==> src/rtl/irqbank_pkg.sv <==
package irqbank_pkg;

    typedef enum logic {
        IRQ_IDLE   = 1'b0,
        IRQ_ACTIVE = 1'b1
    } irq_state_e;

    // Word indices owned by this bank; the order is fixed by the host map.
    localparam int IDX_ENABLE  = 2;
    localparam int IDX_DISABLE = 3;
    localparam int IDX_MASK    = 4;
    localparam int IDX_STATUS  = 5;

endpackage

==> src/rtl/irqbank_decode.sv <==
module irqbank_decode
    import irqbank_pkg::*;
#(
    parameter int ADDR_W   = 8,
    parameter int NUM_REGS = 8
) (
    input  logic [ADDR_W-1:0] addr,
    output logic              in_range,
    output logic              hit_enable,
    output logic              hit_disable,
    output logic              hit_mask,
    output logic              hit_status
);
    localparam int IDX_W = ADDR_W;

    logic [IDX_W-1:0] word_idx;

    always_comb begin
        word_idx    = addr >> 2;
        in_range    = (int'(word_idx) < NUM_REGS);
        hit_enable  = in_range && (int'(word_idx) == IDX_ENABLE);
        hit_disable = in_range && (int'(word_idx) == IDX_DISABLE);
        hit_mask    = in_range && (int'(word_idx) == IDX_MASK);
        hit_status  = in_range && (int'(word_idx) == IDX_STATUS);
    end

endmodule

==> src/rtl/irqbank_mask.sv <==
module irqbank_mask #(
    parameter int NUM_IRQ = 14
) (
    input  logic               clk,
    input  logic               rst_n,
    input  logic               set_stb,
    input  logic               clr_stb,
    input  logic [NUM_IRQ-1:0] bits,
    output logic [NUM_IRQ-1:0] mask_q,
    output logic [NUM_IRQ-1:0] mask_next
);
    always_comb begin
        mask_next = mask_q;
        if (set_stb) begin
            mask_next = mask_q | bits;
        end else if (clr_stb) begin
            mask_next = mask_q & ~bits;
        end
    end

    always_ff @(posedge clk) begin
        if (!rst_n) begin
            mask_q <= '0;
        end else begin
            mask_q <= mask_next;
        end
    end

endmodule

==> src/rtl/irqbank_status.sv <==
module irqbank_status #(
    parameter int NUM_IRQ = 14
) (
    input  logic               clk,
    input  logic               rst_n,
    input  logic [NUM_IRQ-1:0] evt,
    input  logic               clr_stb,
    input  logic [NUM_IRQ-1:0] bits,
    output logic [NUM_IRQ-1:0] status_q,
    output logic [NUM_IRQ-1:0] status_next
);
    logic [NUM_IRQ-1:0] clr_vec;

    always_comb begin
        clr_vec = clr_stb ? bits : '0;
    end

    // Per-bit update: a fresh event outranks a host clear.
    for (genvar i = 0; i < NUM_IRQ; i++) begin : g_bit
        always_comb begin
            if (evt[i]) begin
                status_next[i] = 1'b1;
            end else if (clr_vec[i]) begin
                status_next[i] = 1'b0;
            end else begin
                status_next[i] = status_q[i];
            end
        end
    end

    always_ff @(posedge clk) begin
        if (!rst_n) begin
            status_q <= '0;
        end else begin
            status_q <= status_next;
        end
    end

endmodule

==> src/rtl/irqbank_irq_fsm.sv <==
module irqbank_irq_fsm
    import irqbank_pkg::*;
(
    input  logic clk,
    input  logic rst_n,
    input  logic pending_next,
    output logic irq
);
    irq_state_e state_q;
    irq_state_e state_d;

    always_ff @(posedge clk) begin
        if (!rst_n) begin
            state_q <= IRQ_IDLE;
        end else begin
            state_q <= state_d;
        end
    end

    always_comb begin
        state_d = state_q;
        unique case (state_q)
            IRQ_IDLE:   if (pending_next)  state_d = IRQ_ACTIVE; // RAISE
            IRQ_ACTIVE: if (!pending_next) state_d = IRQ_IDLE;   // DROP
        endcase
    end

    always_comb begin
        irq = (state_q == IRQ_ACTIVE);
    end

endmodule

==> src/rtl/irqbank_top.sv <==
module irqbank_top #(
    parameter int NUM_IRQ  = 14,
    parameter int ADDR_W   = 8,
    parameter int DATA_W   = 32,
    parameter int NUM_REGS = 8
) (
    input  logic               clk,
    input  logic               rst_n,
    input  logic [ADDR_W-1:0]  addr,
    input  logic               wr_en,
    input  logic [DATA_W-1:0]  wr_data,
    input  logic               rd_en,
    output logic [DATA_W-1:0]  rd_data,
    input  logic [NUM_IRQ-1:0] evt,
    output logic               irq
);
    logic               in_range;
    logic               hit_enable, hit_disable, hit_mask, hit_status;
    logic [NUM_IRQ-1:0] wbits;
    logic [NUM_IRQ-1:0] mask_q, mask_next;
    logic [NUM_IRQ-1:0] status_q, status_next;
    logic               pending_next;
    logic [DATA_W-1:0]  rd_sel;
    logic [DATA_W-1:0]  rd_q;

    assign wbits = NUM_IRQ'(wr_data);

    irqbank_decode #(
        .ADDR_W   (ADDR_W),
        .NUM_REGS (NUM_REGS)
    ) u_decode (
        .addr        (addr),
        .in_range    (in_range),
        .hit_enable  (hit_enable),
        .hit_disable (hit_disable),
        .hit_mask    (hit_mask),
        .hit_status  (hit_status)
    );

    irqbank_mask #(
        .NUM_IRQ (NUM_IRQ)
    ) u_mask (
        .clk       (clk),
        .rst_n     (rst_n),
        .set_stb   (wr_en && hit_enable),
        .clr_stb   (wr_en && hit_disable),
        .bits      (wbits),
        .mask_q    (mask_q),
        .mask_next (mask_next)
    );

    irqbank_status #(
        .NUM_IRQ (NUM_IRQ)
    ) u_status (
        .clk         (clk),
        .rst_n       (rst_n),
        .evt         (evt),
        .clr_stb     (wr_en && hit_status),
        .bits        (wbits),
        .status_q    (status_q),
        .status_next (status_next)
    );

    assign pending_next = |(status_next & mask_next);

    irqbank_irq_fsm u_fsm (
        .clk          (clk),
        .rst_n        (rst_n),
        .pending_next (pending_next),
        .irq          (irq)
    );

    always_comb begin
        rd_sel = '0;
        if (hit_mask) begin
            rd_sel = DATA_W'(mask_q);
        end else if (hit_status) begin
            rd_sel = DATA_W'(status_q);
        end
    end

    always_ff @(posedge clk) begin
        if (!rst_n) begin
            rd_q <= '0;
        end else if (rd_en) begin
            rd_q <= rd_sel;
        end
    end

    assign rd_data = rd_q;

endmodule

==> config.mk <==
export PLATFORM = sky130hd
export DESIGN_NAME = irqbank_top
export DESIGN_NICKNAME = d
export VERILOG_FILES = /design/src/rtl/irqbank_pkg.sv /design/src/rtl/irqbank_decode.sv /design/src/rtl/irqbank_mask.sv /design/src/rtl/irqbank_status.sv /design/src/rtl/irqbank_irq_fsm.sv /design/src/rtl/irqbank_top.sv
export SDC_FILE = /design/constraint.sdc
export NUM_CORES = 1
export LEC_CHECK = 0
export BUFFER_PORTS_ARGS = -buffer_cell sky130_fd_sc_hd__buf_2
export CORE_MARGIN = 1
export CORE_UTILIZATION = 30
export CTS_CLUSTER_SIZE = 30
export DETAILED_ROUTE_END_ITERATION = 10
export GPL_TIMING_DRIVEN = 0
export PLACE_DENSITY = 0.52
export SLEW_MARGIN = 20
export SYNTH_ARGS = -nofsm -noshare
export SYNTH_HDL_FRONTEND = slang
export SYNTH_SLANG_ARGS = --single-unit
==> constraint.sdc <==
create_clock -name clk -period 3.1 [get_ports clk]
set_input_delay 0.62 -clock clk [delete_from_list [all_inputs] [get_ports clk]]
set_output_delay 0.62 -clock clk [all_outputs]
set_load 0.05 [all_outputs]
Yosys cells after proc, flatten, opt, wreduce, memory -nomap -nowiden
Cells that the tools add are included.
{ "totals": {"elab_cells": 55, "in_bits": 58, "out_inout_bits": 33, "regBits": 61} }
{ "op_classes": {"n_reduce_logical": 8, "eq_ne": 4, "n_bitwise": 4, "magnitude_cmp": 1, "mux": 34} }
{ "ops": {"columns": ["op", "n"], "rows": [
  ["$mux W14", 5],
  ["$mux W1", 29],
  ["$and A14 B14 Y14", 2],
  ["$not A14 Y14", 1],
  ["$or A14 B14 Y14", 1],
  ["$reduce_or A14 Y1", 1],
  ["$eq A6 B3 Y1 const B", 2],
  ["$eq A6 B4 Y1 const B", 2],
  ["$logic_and A1 B1 Y1", 7],
  ["$lt A6 B4 Y1 const B", 1]
]} }

Logic depth before layout (Yosys ltp)
{ "logic_depth": {"word_depth": 9, "ltp_mapped": 8} }

By module
From an unflattened synthesis, not the netlist that was laid out.
{ "unflattened": {"cells_unflattened": 248, "hier_area_um2": 2280.9} }
{ "by_module_without_submodules": {"columns": ["mod", "cells_each", "seq_area_each_um2", "n_inst", "area_each_um2"], "rows": [
  ["irqbank_top", 94, 280.3, 1, 800.8],
  ["irqbank_mask", 75, 280.3, 1, 713.2],
  ["irqbank_status", 72, 280.3, 1, 679.4],
  ["irqbank_decode", 5, 0.0, 1, 61.3],
  ["irqbank_irq_fsm", 2, 20.0, 1, 26.3]
]} }

Worst setup path before layout
Ideal clock, no wire load.
{ "synth_timing": {"kind": "input -> register", "startpoint": "in addr[5]", "endpoint": "reg u_fsm.state_q (netlist: u_fsm.irq)", "stages": 7, "setup_slack_ns": 0.913, "path_buffers": 1, "setup_ns": 0.143, "t_arrival_ns": 2.044, "path_cell_list": "nor4b_4 buf_6 nand3_2 mux2_4 a22o_1 a2111oi_2 a41oi_1"} }
{ "synth_between": {"elab_chain_len": 9, "word_cells_on_any_way": 44} }
{ "synth_lines": {"columns": ["item", "line_no", "text"], "rows": [
  ["start: declaration", "irqbank_top.sv:9", "input logic [ADDR_W-1:0] addr,"],
  ["$lt A6 B4 Y1 / $eq A6 B4 Y1 (equally long branches)", "irqbank_decode.sv:20, irqbank_decode.sv:24", null],
  ["$logic_and A1 B1 Y1", "irqbank_decode.sv:24", "hit_status = in_range && (int'(word_idx) == IDX_STATUS);"],
  ["$logic_and A1 B1 Y1", "irqbank_top.sv:58", ".clr_stb (wr_en && hit_status),"],
  ["$mux W14", "irqbank_status.sv:15", "clr_vec = clr_stb ? bits : '0;"],
  ["$mux W1", "irqbank_status.sv:23", "end else if (clr_vec[i]) begin"],
  ["$mux W1", "irqbank_status.sv:21", "if (evt[i]) begin"],
  ["$and A14 B14 Y14 (*)", "irqbank_top.sv:64", "assign pending_next = |(status_next & mask_next);"],
  ["$reduce_or A14 Y1 (*)", "irqbank_top.sv:64", null],
  ["$mux W1 (*)", "irqbank_irq_fsm.sv:23, irqbank_irq_fsm.sv:24", null],
  ["end signal: assignment", "irqbank_irq_fsm.sv:16", "state_q <= state_d;"],
  ["end: declaration", "irqbank_irq_fsm.sv:9", "irq_state_e state_q;"]
]} }
Every way passes the cells marked *; elsewhere a longest branch is shown, timed or not.
A chain may end at the register's enable or synchronous reset.

Worst setup path after layout
Ends and elaborated chain as after synthesis.

==> results.md <==
- Hold-fix buffers, CTS: 0
- Data arrival, critical path: 2.43 ns
- RSZ-0062 raised after global routing: false
- Skew-Pair Late Insertion Delay: 0.29 ns
- CP max FO: 10
- Number of remaining DRC errors: 0
- Port Buffers: 52
- GRT Util Overall: 0.149
- Chip width: between 80 and 90 um
- Die area: ~7300 um^2
- Clock share of power: 0.379
- Initial Util: 0.309
- FF-to-FF End: u_fsm.irq$_SDFF_PN0_
- GP Congestion: ~0.78
- Final Cycle Share: 0.734
- Largest net degree at the start of global routing: 14
- Remaining antenna violation count: 0
- Core area: 6760 um^2
- HPWL Detailed: 4020 um
- Hold path cells: 2
- Root Buffer: clkbuf_8
- Hold slack final: 0.490 ns
- CP Data Required Time: 3.25 ns
- Hold EP: rd_data[13]$_SDFFE_PN0P_
- Synth top area share: 0.413
- Global-route wire length before repair: roughly 8500 um
- Drt via density: approximately 4.5
- Vias: 1800
- Fmax: 0.440 GHz
- Leakage Power: 1.23 nW
- Sequential share of power: 0.476
- Final min period: 2.28 ns
- Flops & latches, synth: 43
- Post-synth EDFFs: 0
- Clk buf depth: 2
- Clock transition at path regs: 0.08 ns
- Dominant cell type by area after synthesis: dfxtp_1
- Post-CTS sizing: 0
- Synth area leaders: dfxtp_1, nor2_1, buf_4
- Synth Warn #: 0
- H-tree depth: 2
- CTS sink count: 43
- Diode count: 0
- Layout Utilization: 0.389
- WL final: 5130 um
- Cell Chain, Critical Path: buf_2 > nor4b_4 > buf_6 > and2_1 > buf_4 > a221o_1 > o2111ai_1 > a2111oi_2 > a41oi_1
- Fin nets: 377
- Max incr delay on CP: 0.31 ns
- Wire length per cell: 12.8 um
- Max-slew violations: 0
- Initial antenna violation count: 0
- Flop2flop setup slack: about 1.7 ns
- Chip height: 85.4 um
- Switching power: 0.317 mW
- Combinational share of power: 0.145
- Initial DRC Count: 60
- Worst slew pin tran: between 0.8 and 0.9 ns
- Post-synth top cells: nor2_1, dfxtp_1, a21oi_1
- Worst Clk Skew: roughly 0.0024 ns
- WS Path Type: input port to register
- Synth Cell Area: 2090 um^2
- Post-CTS setup buffer count: 0
- Endpoints failing hold: 0
- Slew margin rel.: 0.448
- Setup TNS: 0 ns
- CP Launch Type: input port
- Worst Reg-to-Reg Cells: 4
- Distinct cell type count after synthesis: 40
- Syn_area_per_cell: 8.58 um^2
- Final setup violation count: 0
- Gr ovfl total: 0
- Most frequent cell after synthesis: nor2_1
- Sequential area share after synthesis: 0.413
- Area Growth Syn to Fin: 26.0%
- IO Count: 91
- FFs w/ async S/R, synth: 0
- Status: finished clean
- CTS tree: done
- DR pass1 iterations: 6
- CP max-delay cell: nor4b_4
- FF-to-FF Start: u_mask.mask_q[6]$_SDFF_PN0_
- Mapped Cells: 243
- Internal power: just under 0.9 mW
- CTS Buf Count: 5
- Sw Ratio: 0.263
- Cell Pwr Density: 459 nW/um^2
- Max-Cap Viols: 0
- Dominant synthesized flop cell: dfxtp_1
- CP Capture Type: register
- Min-delay src: rd_data[13]$_SDFFE_PN0P_
- Maximum VDD drop: 168 uV
- Row count: 30
- Hold WC Path Type: register to register
- Fraction of layout instances using a drive strength above 1: 0.291
- Total design power: 1.21 mW
- Vias in the first global route: 1743
==> flip-flops by register name, indices dropped and copies added (netlist names) <==
register and flops:
rd_data 14, u_mask.mask_q 14, u_status.status_q 14, u_fsm.irq 1
==> metal layers <==
layer	part of all wire	global-route usage	up-vias
met5	0	0	-
li1	-	-	953
met2	0.45	0.242	51
met3	0.047	0.0379	6
met4	0.015	0.0439	0
met1	0.49	0.196	790
==> layout by cell type, fill, tap and decap left out, types with 3 or more instances in the layout <==
| master | n |
|---|---|
| inv_1 | 6 |
| mux2_1 | 3 |
| a31o_2 | 3 |
| nand3_1 | 10 |
| nand2_1 | 10 |
| dfxtp_1 | 43 |
| clkbuf_8 | 6 |
| a21o_1 | 4 |
| buf_4 | 20 |
| mux2i_1 | 15 |
| and2_1 | 13 |
| clkbuf_1 | 7 |
| buf_2 | 54 |
| a21oi_1 | 26 |
| conb_1 | 18 |
| nor2b_1 | 4 |
| nor2_1 | 46 |
==> power by group through the flow <==
stage | sequential (mW) | clock [mW] | combinational, mW
after floorplan | 0.588 | 0 | 0.122
final | 0.574 | 0.457 | 0.174
after CTS | 0.575 | 0.468 | 0.175
after detailed placement | 0.588 | 0 | 0.175
after global placement | 0.587 | 0 | 0.174
after global routing | 0.576 | 0.495 | 0.189
==> how the worst max path moves through the flow <==
stage	from	endpoint	slack, ns
3_3_place_gp	addr[5]	u_fsm.irq$_SDFF_PN0_	0.49
2_1_floorplan	addr[5]	u_fsm.irq$_SDFF_PN0_	0.91
5_1_grt	addr[5]	u_fsm.irq$_SDFF_PN0_	0.59
4_1_cts	addr[5]	u_fsm.irq$_SDFF_PN0_	0.82
3_5_place_dp	addr[5]	u_fsm.irq$_SDFF_PN0_	0.52
6_report	addr[5]	u_fsm.irq$_SDFF_PN0_	0.82
==> through the flow <==
stage               setup slack [ns]  std cells  area (um^2)
finish                         0.825        400         2630
global route                   0.594        400         2630
CTS                            0.819        400         2630
detailed placement             0.516        392         2510
global placement               0.493        392         2510
floorplan                      0.913        260         2150
==> worst max-delay path, delay by kind of cell <==
family,cells,cell delay [ns]
simple gates,2,0.51
buf+inv,3,0.52
compound gates,4,0.77
==> cell type report <==
type	count	area, um^2
Timing Repair Buffer	52	260
Fill cell	729	4130
Buffer	31	201
Sequential cell	43	861
Clock buffer	6	82.6
Clock inverter	2	35.0
Tap cell	80	100
Multi-Input combinational cell	179	1060
Inverter	7	26.3
==> kinds of logic after synthesis <==
logic type	count (synthesis)	share of synthesized area
compound gates	49	0.157
buf+inv	38	0.109
flops	43	0.413
mux	21	0.108
other cells	1	0.00180
simple gates	91	0.212
No activity file was read; power rests on OpenSTA's default activity.
